===== src/rtl/bla_pkg.sv =====
package bla_pkg;
  // Bank index from a byte address: skip the word offset, keep bank_w bits.
  function automatic int unsigned bank_of(logic [31:0] a, int unsigned off_w,
                                          int unsigned bank_w);
    return int'((a >> off_w) & ((32'd1 << bank_w) - 32'd1));
  endfunction

  // Row index: everything above the offset and bank fields.
  function automatic int unsigned row_of(logic [31:0] a, int unsigned off_w,
                                         int unsigned bank_w);
    return int'(a >> (off_w + bank_w));
  endfunction
endpackage


===== src/rtl/bla_grant.sv =====
module bla_grant #(
  parameter int BANK_W = 3
) (
  input  logic              clk,
  input  logic              rst_n,
  input  logic              v0,
  input  logic              v1,
  input  logic              vs,
  input  logic [BANK_W-1:0] b0,
  input  logic [BANK_W-1:0] b1,
  input  logic [BANK_W-1:0] bs,
  output logic              r0,
  output logic              r1,
  output logic              rs,
  output logic              g0,
  output logic              g1,
  output logic              gs
);
  logic st_wait_q;
  logic st_prio;
  logic clash01, clash0s, clash1s;

  assign st_prio = st_wait_q & vs;
  assign clash01 = (b0 == b1);
  assign clash0s = (b0 == bs);
  assign clash1s = (b1 == bs);

  always_comb begin
    if (st_prio) begin
      rs = 1'b1;
      r0 = !clash0s;
      r1 = !clash1s && !(v0 && r0 && clash01);
    end else begin
      r0 = 1'b1;
      r1 = !(v0 && clash01);
      rs = !(v0 && clash0s) && !(v1 && r1 && clash1s);
    end
  end

  assign g0 = v0 & r0;
  assign g1 = v1 & r1;
  assign gs = vs & rs;

  always_ff @(posedge clk or negedge rst_n) begin
    if (!rst_n) st_wait_q <= 1'b0;
    else        st_wait_q <= vs & ~rs;
  end

  // port 0 owns a shared bank outside store priority
  p_ld1_yields_r3: assert property (@(posedge clk) disable iff (!rst_n)
    (v0 && v1 && clash01 && !st_wait_q) |-> (r0 && !r1));
  // a refused store is accepted on the next cycle if still valid
  p_store_wait_bounded_r5: assert property (@(posedge clk) disable iff (!rst_n)
    (vs && !rs) |=> (!vs || rs));
  // loads step aside from the prioritised store's bank
  p_prio_blocks_loads_r5: assert property (@(posedge clk) disable iff (!rst_n)
    (st_prio && v0 && clash0s) |-> !g0);
endmodule


===== src/rtl/bla_bank_mux.sv =====
module bla_bank_mux #(
  parameter int NUM_BANKS = 8,
  parameter int BANK_W    = 3,
  parameter int ROW_W     = 6
) (
  input  logic                       clk,
  input  logic                       rst_n,
  input  logic                       g0,
  input  logic                       g1,
  input  logic                       gs,
  input  logic [BANK_W-1:0]          b0,
  input  logic [BANK_W-1:0]          b1,
  input  logic [BANK_W-1:0]          bs,
  input  logic [ROW_W-1:0]           row0,
  input  logic [ROW_W-1:0]           row1,
  input  logic [ROW_W-1:0]           rows,
  output logic [NUM_BANKS-1:0]       bank_en,
  output logic [NUM_BANKS-1:0]       bank_we,
  output logic [NUM_BANKS*ROW_W-1:0] bank_addr
);
  for (genvar b = 0; b < NUM_BANKS; b++) begin : g_bank
    logic hit0, hit1, hits;
    assign hit0 = g0 && (b0 == BANK_W'(b));
    assign hit1 = g1 && (b1 == BANK_W'(b));
    assign hits = gs && (bs == BANK_W'(b));

    assign bank_en[b] = hit0 | hit1 | hits;
    assign bank_we[b] = hits;
    assign bank_addr[b*ROW_W +: ROW_W] = hits ? rows : (hit0 ? row0 : row1);

    // grant logic never hands one bank to two requesters
    p_bank_single_r8: assert property (@(posedge clk) disable iff (!rst_n)
      $onehot0({hit0, hit1, hits}));
  end
endmodule


===== src/rtl/bla_rsp.sv =====
module bla_rsp #(
  parameter int NUM_BANKS = 8,
  parameter int BANK_W    = 3,
  parameter int DATA_W    = 64
) (
  input  logic                        clk,
  input  logic                        rst_n,
  input  logic                        g0,
  input  logic                        g1,
  input  logic [BANK_W-1:0]           b0,
  input  logic [BANK_W-1:0]           b1,
  input  logic [NUM_BANKS*DATA_W-1:0] bank_rdata,
  output logic                        rsp0_valid,
  output logic [DATA_W-1:0]           rsp0_data,
  output logic                        rsp1_valid,
  output logic [DATA_W-1:0]           rsp1_data
);
  logic              gnt0_q, gnt1_q;
  logic [BANK_W-1:0] bank0_q, bank1_q;

  always_ff @(posedge clk or negedge rst_n) begin
    if (!rst_n) begin
      gnt0_q  <= 1'b0;
      gnt1_q  <= 1'b0;
      bank0_q <= '0;
      bank1_q <= '0;
    end else begin
      gnt0_q  <= g0;
      gnt1_q  <= g1;
      if (g0) bank0_q <= b0;
      if (g1) bank1_q <= b1;
    end
  end

  assign rsp0_valid = gnt0_q;
  assign rsp1_valid = gnt1_q;
  assign rsp0_data  = bank_rdata[bank0_q*DATA_W +: DATA_W];
  assign rsp1_data  = bank_rdata[bank1_q*DATA_W +: DATA_W];

  // responses appear exactly one cycle after a grant
  p_rsp0_follows_r6: assert property (@(posedge clk) disable iff (!rst_n)
    g0 |=> rsp0_valid);
  p_rsp1_follows_r6: assert property (@(posedge clk) disable iff (!rst_n)
    !g1 |=> !rsp1_valid);
endmodule


===== src/rtl/bank_load_arbiter.sv =====
module bank_load_arbiter #(
  parameter int ADDR_W     = 12,
  parameter int DATA_W     = 64,
  parameter int NUM_BANKS  = 8,
  parameter int WORD_BYTES = 8,
  localparam int OFF_W     = $clog2(WORD_BYTES),
  localparam int BANK_W    = $clog2(NUM_BANKS),
  localparam int ROW_W     = ADDR_W - OFF_W - BANK_W
) (
  input  logic                        clk,
  input  logic                        rst_n,
  input  logic                        ld0_valid,
  input  logic [ADDR_W-1:0]           ld0_addr,
  output logic                        ld0_ready,
  input  logic                        ld1_valid,
  input  logic [ADDR_W-1:0]           ld1_addr,
  output logic                        ld1_ready,
  input  logic                        st_valid,
  input  logic [ADDR_W-1:0]           st_addr,
  input  logic [DATA_W-1:0]           st_data,
  output logic                        st_ready,
  output logic                        rsp0_valid,
  output logic [DATA_W-1:0]           rsp0_data,
  output logic                        rsp1_valid,
  output logic [DATA_W-1:0]           rsp1_data,
  output logic [NUM_BANKS-1:0]        bank_en,
  output logic [NUM_BANKS-1:0]        bank_we,
  output logic [NUM_BANKS*ROW_W-1:0]  bank_addr,
  output logic [DATA_W-1:0]           bank_wdata,
  input  logic [NUM_BANKS*DATA_W-1:0] bank_rdata
);
  import bla_pkg::*;

  logic [BANK_W-1:0] b0, b1, bs;
  logic [ROW_W-1:0]  row0, row1, rows;
  logic              g0, g1, gs;

  assign b0   = BANK_W'(bank_of(32'(ld0_addr), OFF_W, BANK_W));
  assign b1   = BANK_W'(bank_of(32'(ld1_addr), OFF_W, BANK_W));
  assign bs   = BANK_W'(bank_of(32'(st_addr),  OFF_W, BANK_W));
  assign row0 = ROW_W'(row_of(32'(ld0_addr), OFF_W, BANK_W));
  assign row1 = ROW_W'(row_of(32'(ld1_addr), OFF_W, BANK_W));
  assign rows = ROW_W'(row_of(32'(st_addr),  OFF_W, BANK_W));

  bla_grant #(.BANK_W(BANK_W)) u_grant (
    .clk(clk), .rst_n(rst_n),
    .v0(ld0_valid), .v1(ld1_valid), .vs(st_valid),
    .b0(b0), .b1(b1), .bs(bs),
    .r0(ld0_ready), .r1(ld1_ready), .rs(st_ready),
    .g0(g0), .g1(g1), .gs(gs)
  );

  bla_bank_mux #(.NUM_BANKS(NUM_BANKS), .BANK_W(BANK_W), .ROW_W(ROW_W)) u_mux (
    .clk(clk), .rst_n(rst_n),
    .g0(g0), .g1(g1), .gs(gs),
    .b0(b0), .b1(b1), .bs(bs),
    .row0(row0), .row1(row1), .rows(rows),
    .bank_en(bank_en), .bank_we(bank_we), .bank_addr(bank_addr)
  );

  bla_rsp #(.NUM_BANKS(NUM_BANKS), .BANK_W(BANK_W), .DATA_W(DATA_W)) u_rsp (
    .clk(clk), .rst_n(rst_n),
    .g0(g0), .g1(g1), .b0(b0), .b1(b1),
    .bank_rdata(bank_rdata),
    .rsp0_valid(rsp0_valid), .rsp0_data(rsp0_data),
    .rsp1_valid(rsp1_valid), .rsp1_data(rsp1_data)
  );

  assign bank_wdata = st_data;

  // a store that is accepted writes its own bank
  p_store_writes_r4: assert property (@(posedge clk) disable iff (!rst_n)
    (st_valid && st_ready) |-> bank_we[bs]);
endmodule


===== config.mk =====
export PLATFORM = sky130hd
export DESIGN_NAME = bank_load_arbiter
export DESIGN_NICKNAME = d
export VERILOG_FILES = /design/src/rtl/bla_pkg.sv /design/src/rtl/bla_grant.sv /design/src/rtl/bla_bank_mux.sv /design/src/rtl/bla_rsp.sv /design/src/rtl/bank_load_arbiter.sv
export SDC_FILE = /design/constraint.sdc
export NUM_CORES = 1
export LEC_CHECK = 0
export ABC_CLOCK_PERIOD_IN_PS = 4200
export BUFFER_PORTS_ARGS = -buffer_cell sky130_fd_sc_hd__clkbuf_2
export CAP_MARGIN = 5
export CORE_AREA = 2 2 344 346
export CTS_CLUSTER_SIZE = 16
export DETAILED_ROUTE_END_ITERATION = 12
export DIE_AREA = 0 0 346 348
export PLACE_DENSITY_LB_ADDON = 0.05
export SLEW_MARGIN = 0
export SYNTH_ARGS = -nofsm -noshare
export SYNTH_HDL_FRONTEND = slang
export SYNTH_SLANG_ARGS = --single-unit

===== constraint.sdc =====
create_clock -name clk -period 4.2 [get_ports clk]
set_input_delay 0.84 -clock clk [delete_from_list [all_inputs] [get_ports clk]]
set_output_delay 0.84 -clock clk [all_outputs]
set_load 0.02 [all_outputs]

==> impl_metrics.tcl, run 1 <==
set metrics [dict create \
    clk_pin_slew_ns 0.04 \
    final_nets 1981 \
    hold_class "input port to asynchronous set/reset pin" \
    cp_num_cells 8 \
    avgSynthCellArea_um2 13.8 \
    power_frac_seq_pct 5.4 \
    grt_max_degree 64 \
    critPathBufInv 3 \
    die_area_um2 120000 \
    netlist_top_cells_area "mux4_2, mux2_2, buf_4" \
    drtIter0Drc 374 \
    ctsHtreeMaxLevel 1 \
    cts.path.max_buffers 2 \
    ys_ff_latch 9 \
    worstReg2RegEnd "u_rsp.bank0_q[2]" \
    p_leak_nw 6.31 \
    first_pass_iters 6 \
    cpLargestDelayFamily "simple AND/OR/NAND/NOR gates" \
    crit_fanout 10 \
    vias_per_cell 3.50 \
    wire_per_inst_um 26.6 \
    holdWs_ns 0.503 \
    switchingPower_mw 1.71 \
    gp_congestion 0.757 \
    synthCells 725 \
    rows 126 \
    yosys_warnings 0 \
    async_flop_share_pct 100 \
    rsz0062_at_grt "no" \
    grt_use_met1_pct 13.6 \
    cts_setup_buffers 0 \
    worstPathRequired_ns 3.36 \
    setup_viol 0 \
    start_kind "input port" \
    reg2reg_from "u_grant.st_wait_q" \
    worst_pin_slew_ns 0.743 \
    grt_pass1_vias 11406 \
    yosys.area.top_type "mux4_2" \
    postRouteAntennaNets 0 \
    busiest_layer "met2" \
    final-hold-violation-count 0 \
    post-route-drc-count 0 \
    cts-root-buf "clkbuf_16" \
    fin_ws_ns 0.147 \
    synthesis.area_um2 9980 \
    final_area_um2 15500 \
    p_comb_share_pct 89.4 \
    power_frac_clock_pct 5.1 \
    grt_pass1_wl_mm 103 \
    peakVddDrop_mv 0.0824 \
    crit_arrival_ns 3.21 \
    worstSetupPathType "input port to output pin" \
    grt-ovfl-total 0 \
    placed_cell_area_um2 15300 \
    setup_tns_ns 0 \
    synth_top_area_share_pct 57.8 \
    cts_sinks 9 \
    yosysUniqueCellTypes 39 \
    cts_tree "built" \
    grt_usage_pct 12.2 \
    synthFlopType "dfrtp_1" \
    final_layout_size_suffix_gt1_share_pct 93.3 \
    maxSlewHeadroom_pct 50.2 \
    die_height_um 348 \
    crit_start "st_addr[4]" \
    antenna_found_initial 29 \
    period_needed_ns 4.05 \
    max_stage_delay_ns 0.68 \
    yosysSeqAreaShare_pct 2.26 \
    drv_slew 0 \
    critical_path.slowest_cell "nor4b_4" \
    status "completed" \
    powerDensity_nw_per_um2 218 \
    synth_commonest_cells "mux4_2, mux2_2, buf_4" \
    areaGrowthSynthToFinish_pct 54.9 \
    wirelength_mm 77.3 \
    r2r_setup_slack_ns 2.16 \
    timing.final.crit_share_pct 96.5 \
    placeableCoreArea_um2 117000 \
    finClkSkew_ns 0.00271 \
    io_pins 878 \
    clk_latency_ns 0.24 \
    cp-end-kind "output pin" \
    synth_edf_count 0 \
    grt_use_met2_pct 22.6 \
    post-place-ws_ns 0.0447 \
    max_freq_mhz 247 \
    use_met3_pct 4.45 \
    final_core_util_pct 13.2 \
    cpMostUsedCell "clkbuf_2" \
    synth_fp_nets 1342 \
    die_width_um 346 \
    dpl.hpwl_mm 66.0 \
    start_util_pct 8.53 \
    io_buffers 740 \
    worstSetupEndpoint "bank_addr[14]" \
    fillCellCount 13402 \
    maxCapViolCount 0 \
    internal_power_mw 1.66 \
    cts_made_buffers 3 \
    cp_cell_sequence "clkbuf_2 -> xor2_2 -> nor4b_4 -> inv_2 -> and3_1 -> mux2_1 -> mux2_2 -> clkbuf_2" \
    r2r_cells 5 \
    sw_frac_of_total_pct 50.7 \
    yosysMostFrequentCell "mux4_2" \
    vias 10206 \
]
==> final cells by class <==
cell class,instances,area [um^2],share of cell area [%]
clock buffers,4,78.8,0.510
diodes,14,35.0,0.227
multi-input cells,550,8860,57.3
repair buffers,791,4290,27.7
inverters,9,33.8,0.218
well taps,1536,1920,12.4
flip-flops and latches,9,248,1.60
==> sequential cells by signal (all words and copies together), names as in the netlist <==
register / cells
u_rsp.rsp0_valid: 1
u_rsp.rsp1_valid: 1
u_grant.st_wait_q: 1
u_rsp.bank0_q: 3
u_rsp.bank1_q: 3
==> kinds of logic after synthesis <==
group | Yosys count | share of synthesized area [%]
mux | 486 | 83.8
buf+inv | 166 | 9.09
simple gates | 46 | 3.21
compound gates | 9 | 0.777
xor+xnor | 9 | 0.865
flops | 9 | 2.26
==> metal layers <==
layer	routed length, um	up-vias
met5	199	-
met4	1160	32
met3	6320	70
met2	40300	473
met1	29300	5243
li1	-	4388
==> cell usage in the layout, fill, tap and decap left out, types with 4 or more instances in the layout <==
cell type  instances
nor2_1             6
buf_12            16
diode_2           14
nand2_1            8
clkbuf_2         740
mux2_1            21
buf_4             35
dfrtp_4            6
xor2_1             4
xnor2_1            4
inv_1              8
mux4_2           256
mux2_2           206
nand4_1            5
==> through the flow <==
step	total power, mW	std cells
after detailed placement	3.30	2895
final	3.37	2913
after floorplan	2.04	725
after global placement	3.32	2895
after CTS	3.49	2899
after global routing	3.59	2902
==> power groups by stage <==
stage	registers, mW	logic [mW]	clock network (mW)
finish	0.183	3.01	0.173
floorplan	0.102	1.94	0
CTS	0.196	3.11	0.181
global placement	0.197	3.12	0
global route	0.195	3.21	0.183
detailed placement	0.197	3.10	0
==> worst min path at each step <==
stage / startpoint / end / slack [ns]
finish: rst_n / u_rsp.bank1_q[1] / 0.50
global route: rst_n / u_grant.st_wait_q / 0.52
CTS: rst_n / u_rsp.bank0_q[0] / 0.52
detailed placement: rst_n / u_rsp.rsp1_valid / 0.78
global placement: rst_n / u_rsp.rsp1_valid / 0.77
floorplan: rst_n / u_grant.st_wait_q / 0.54
==> timing repair <==
action | in CTS | in global routing
gates resized for setup | 0 | 1
setup endpoints to repair | 0 | 6
hold buffers | 0 | 0
No activity file was read; power rests on OpenSTA's default activity.
==> run 2, diff against run 1 <==
--- a/config.mk
+++ b/config.mk
@@ -8,10 +8,12 @@
 export ABC_CLOCK_PERIOD_IN_PS = 4200
 export BUFFER_PORTS_ARGS = -buffer_cell sky130_fd_sc_hd__clkbuf_2
 export CAP_MARGIN = 5
-export CORE_AREA = 2 2 344 346
+export CELL_PAD_IN_SITES_DETAIL_PLACEMENT = 0
+export CELL_PAD_IN_SITES_GLOBAL_PLACEMENT = 2
+export CORE_AREA = 2 2 345 347
 export CTS_CLUSTER_SIZE = 16
 export DETAILED_ROUTE_END_ITERATION = 12
-export DIE_AREA = 0 0 346 348
+export DIE_AREA = 0 0 347 349
 export PLACE_DENSITY_LB_ADDON = 0.05
 export SLEW_MARGIN = 0
 export SYNTH_ARGS = -nofsm -noshare
==> impl_metrics.tcl, run 2 (synthesized netlist as in run 1, its figures left out) <==
set metrics [dict create \
    areaGrowthSynthToFinish_pct 55.3 \
    die_height_um 349 \
    dpl.hpwl_mm 73.6 \
    cts_tree "built" \
    vias_per_cell 3.57 \
    finClkSkew_ns 0.00512 \
    cts-root-buf "clkbuf_16" \
    wire_per_inst_um 29.2 \
    period_needed_ns 3.90 \
    maxCapViolCount 0 \
    final_nets 1985 \
    io_buffers 740 \
    placeableCoreArea_um2 117000 \
    grt_pass1_wl_mm 112 \
    setup_viol 0 \
    holdBufCountCts 0 \
    worstReg2RegEnd "u_rsp.bank1_q[1]" \
    cts_made_buffers 3 \
    worst_pin_slew_ns 0.768 \
    p_leak_nw 6.33 \
    cp-end-kind "output pin" \
    r2r_setup_slack_ns 2.33 \
    clk_pin_slew_ns 0.04 \
    status "completed" \
    postRouteAntennaNets 0 \
    final_cell_mix "clkbuf_2, mux4_2, mux2_2" \
    antenna_found_initial 54 \
    reg2reg_from "u_grant.st_wait_q" \
    die_width_um 347 \
    worstSetupEndpoint "bank_addr[12]" \
    drv_slew 0 \
    timing.final.crit_share_pct 93.0 \
    wirelength_mm 85.4 \
    powerDensity_nw_per_um2 217 \
    io_pins 878 \
    first_pass_iters 4 \
    dp_cells 2899 \
    crit_arrival_ns 3.06 \
    vias 10433 \
    cts_sinks 9 \
    maxSlewHeadroom_pct 48.8 \
    setup_tns_ns 0 \
    start_util_pct 8.50 \
    rows 126 \
    max_freq_mhz 256 \
    r2r_cells 5 \
    finalNonFillerCells 2920 \
    grt_pass1_vias 11591 \
    start_kind "input port" \
    worstPathRequired_ns 3.36 \
    ctsHtreeMaxLevel 1 \
    peakVddDrop_mv 0.0887 \
    final-hold-violation-count 0 \
    rsz0062_at_grt "no" \
    crit_start "ld0_addr[4]" \
    grt_max_degree 52 \
    fin_ws_ns 0.295 \
    final_layout_size_suffix_gt1_share_pct 93.3 \
    worstSetupPathType "input port to output pin" \
    cts.path.max_buffers 2 \
    post-route-drc-count 0 \
    post-place-ws_ns 0.229 \
    largest_registers "u_rsp.bank0_q (3), u_rsp.bank1_q (3)" \
    clk_latency_ns 0.23 \
    hold_class "input port to asynchronous set/reset pin" \
    die_area_um2 121000 \
    grt-ovfl-total 0 \
    cts_resized 0 \
    gp_congestion 0.751 \
    cts_setup_buffers 0 \
    crit_fanout 10 \
    grt_usage_pct 13.5 \
    drtIter0Drc 425 \
    layout_commonest_cell "clkbuf_2" \
]
## run 2: power by group
part / internal, mW / switching, mW / total, mW
Sequential: 0.0984 / 0.109 / 0.208
Combinational: 1.43 / 1.56 / 2.99
Clock: 0.127 / 0.0419 / 0.169
Total: 1.66 / 1.72 / 3.37
## run 2: layout make-up
cell class	count	area [um^2]
Multi-Input combinational cell	550	8850
Fill cell	13377	102000
Timing Repair Buffer	795	4330
Tap cell	1536	1920
Sequential cell	9	248
Inverter	9	33.8
Clock buffer	4	78.8
Antenna cell	17	42.5
## run 2: worst max-delay path, stage by stage
cell	delay, ns
clkbuf_2	0.11
buf_4	0.18
xnor2_1	0.15
nand4_1	0.16
nand4_1	0.33
and4b_1	0.70
mux2_2	0.41
clkbuf_2	0.16
## run 2: worst min path at each step
stage | slack [ns] | end | from
floorplan | 0.54 | u_grant.st_wait_q | rst_n
global placement | 0.73 | u_rsp.rsp0_valid | rst_n
detailed placement | 0.74 | u_rsp.rsp0_valid | rst_n
CTS | 0.49 | u_rsp.bank1_q[2] | rst_n
global route | 0.50 | u_rsp.bank1_q[2] | rst_n
finish | 0.47 | u_rsp.bank1_q[2] | rst_n
## run 2: through the flow
step | instance area (um^2) | util [%] | hold WS [ns] | power, mW
global placement | 15400 | 13.1 | 0.727 | 3.35
finish | 15500 | 13.2 | 0.474 | 3.37
global route | 15500 | 13.2 | 0.499 | 3.60
floorplan | 9980 | - | 0.544 | 2.04
detailed placement | 15400 | 13.1 | 0.741 | 3.32
CTS | 15500 | 13.2 | 0.493 | 3.50
## run 2: routing by layer
metal	vias up	part of all wire, %	track usage (%)	wire [um]
met3	100	9.8	5.67	8390
li1	4401	-	-	-
met5	-	0.41	0	348
met4	54	0.71	0.772	604
met1	5366	35	14.0	30000
met2	512	54	26.1	46000
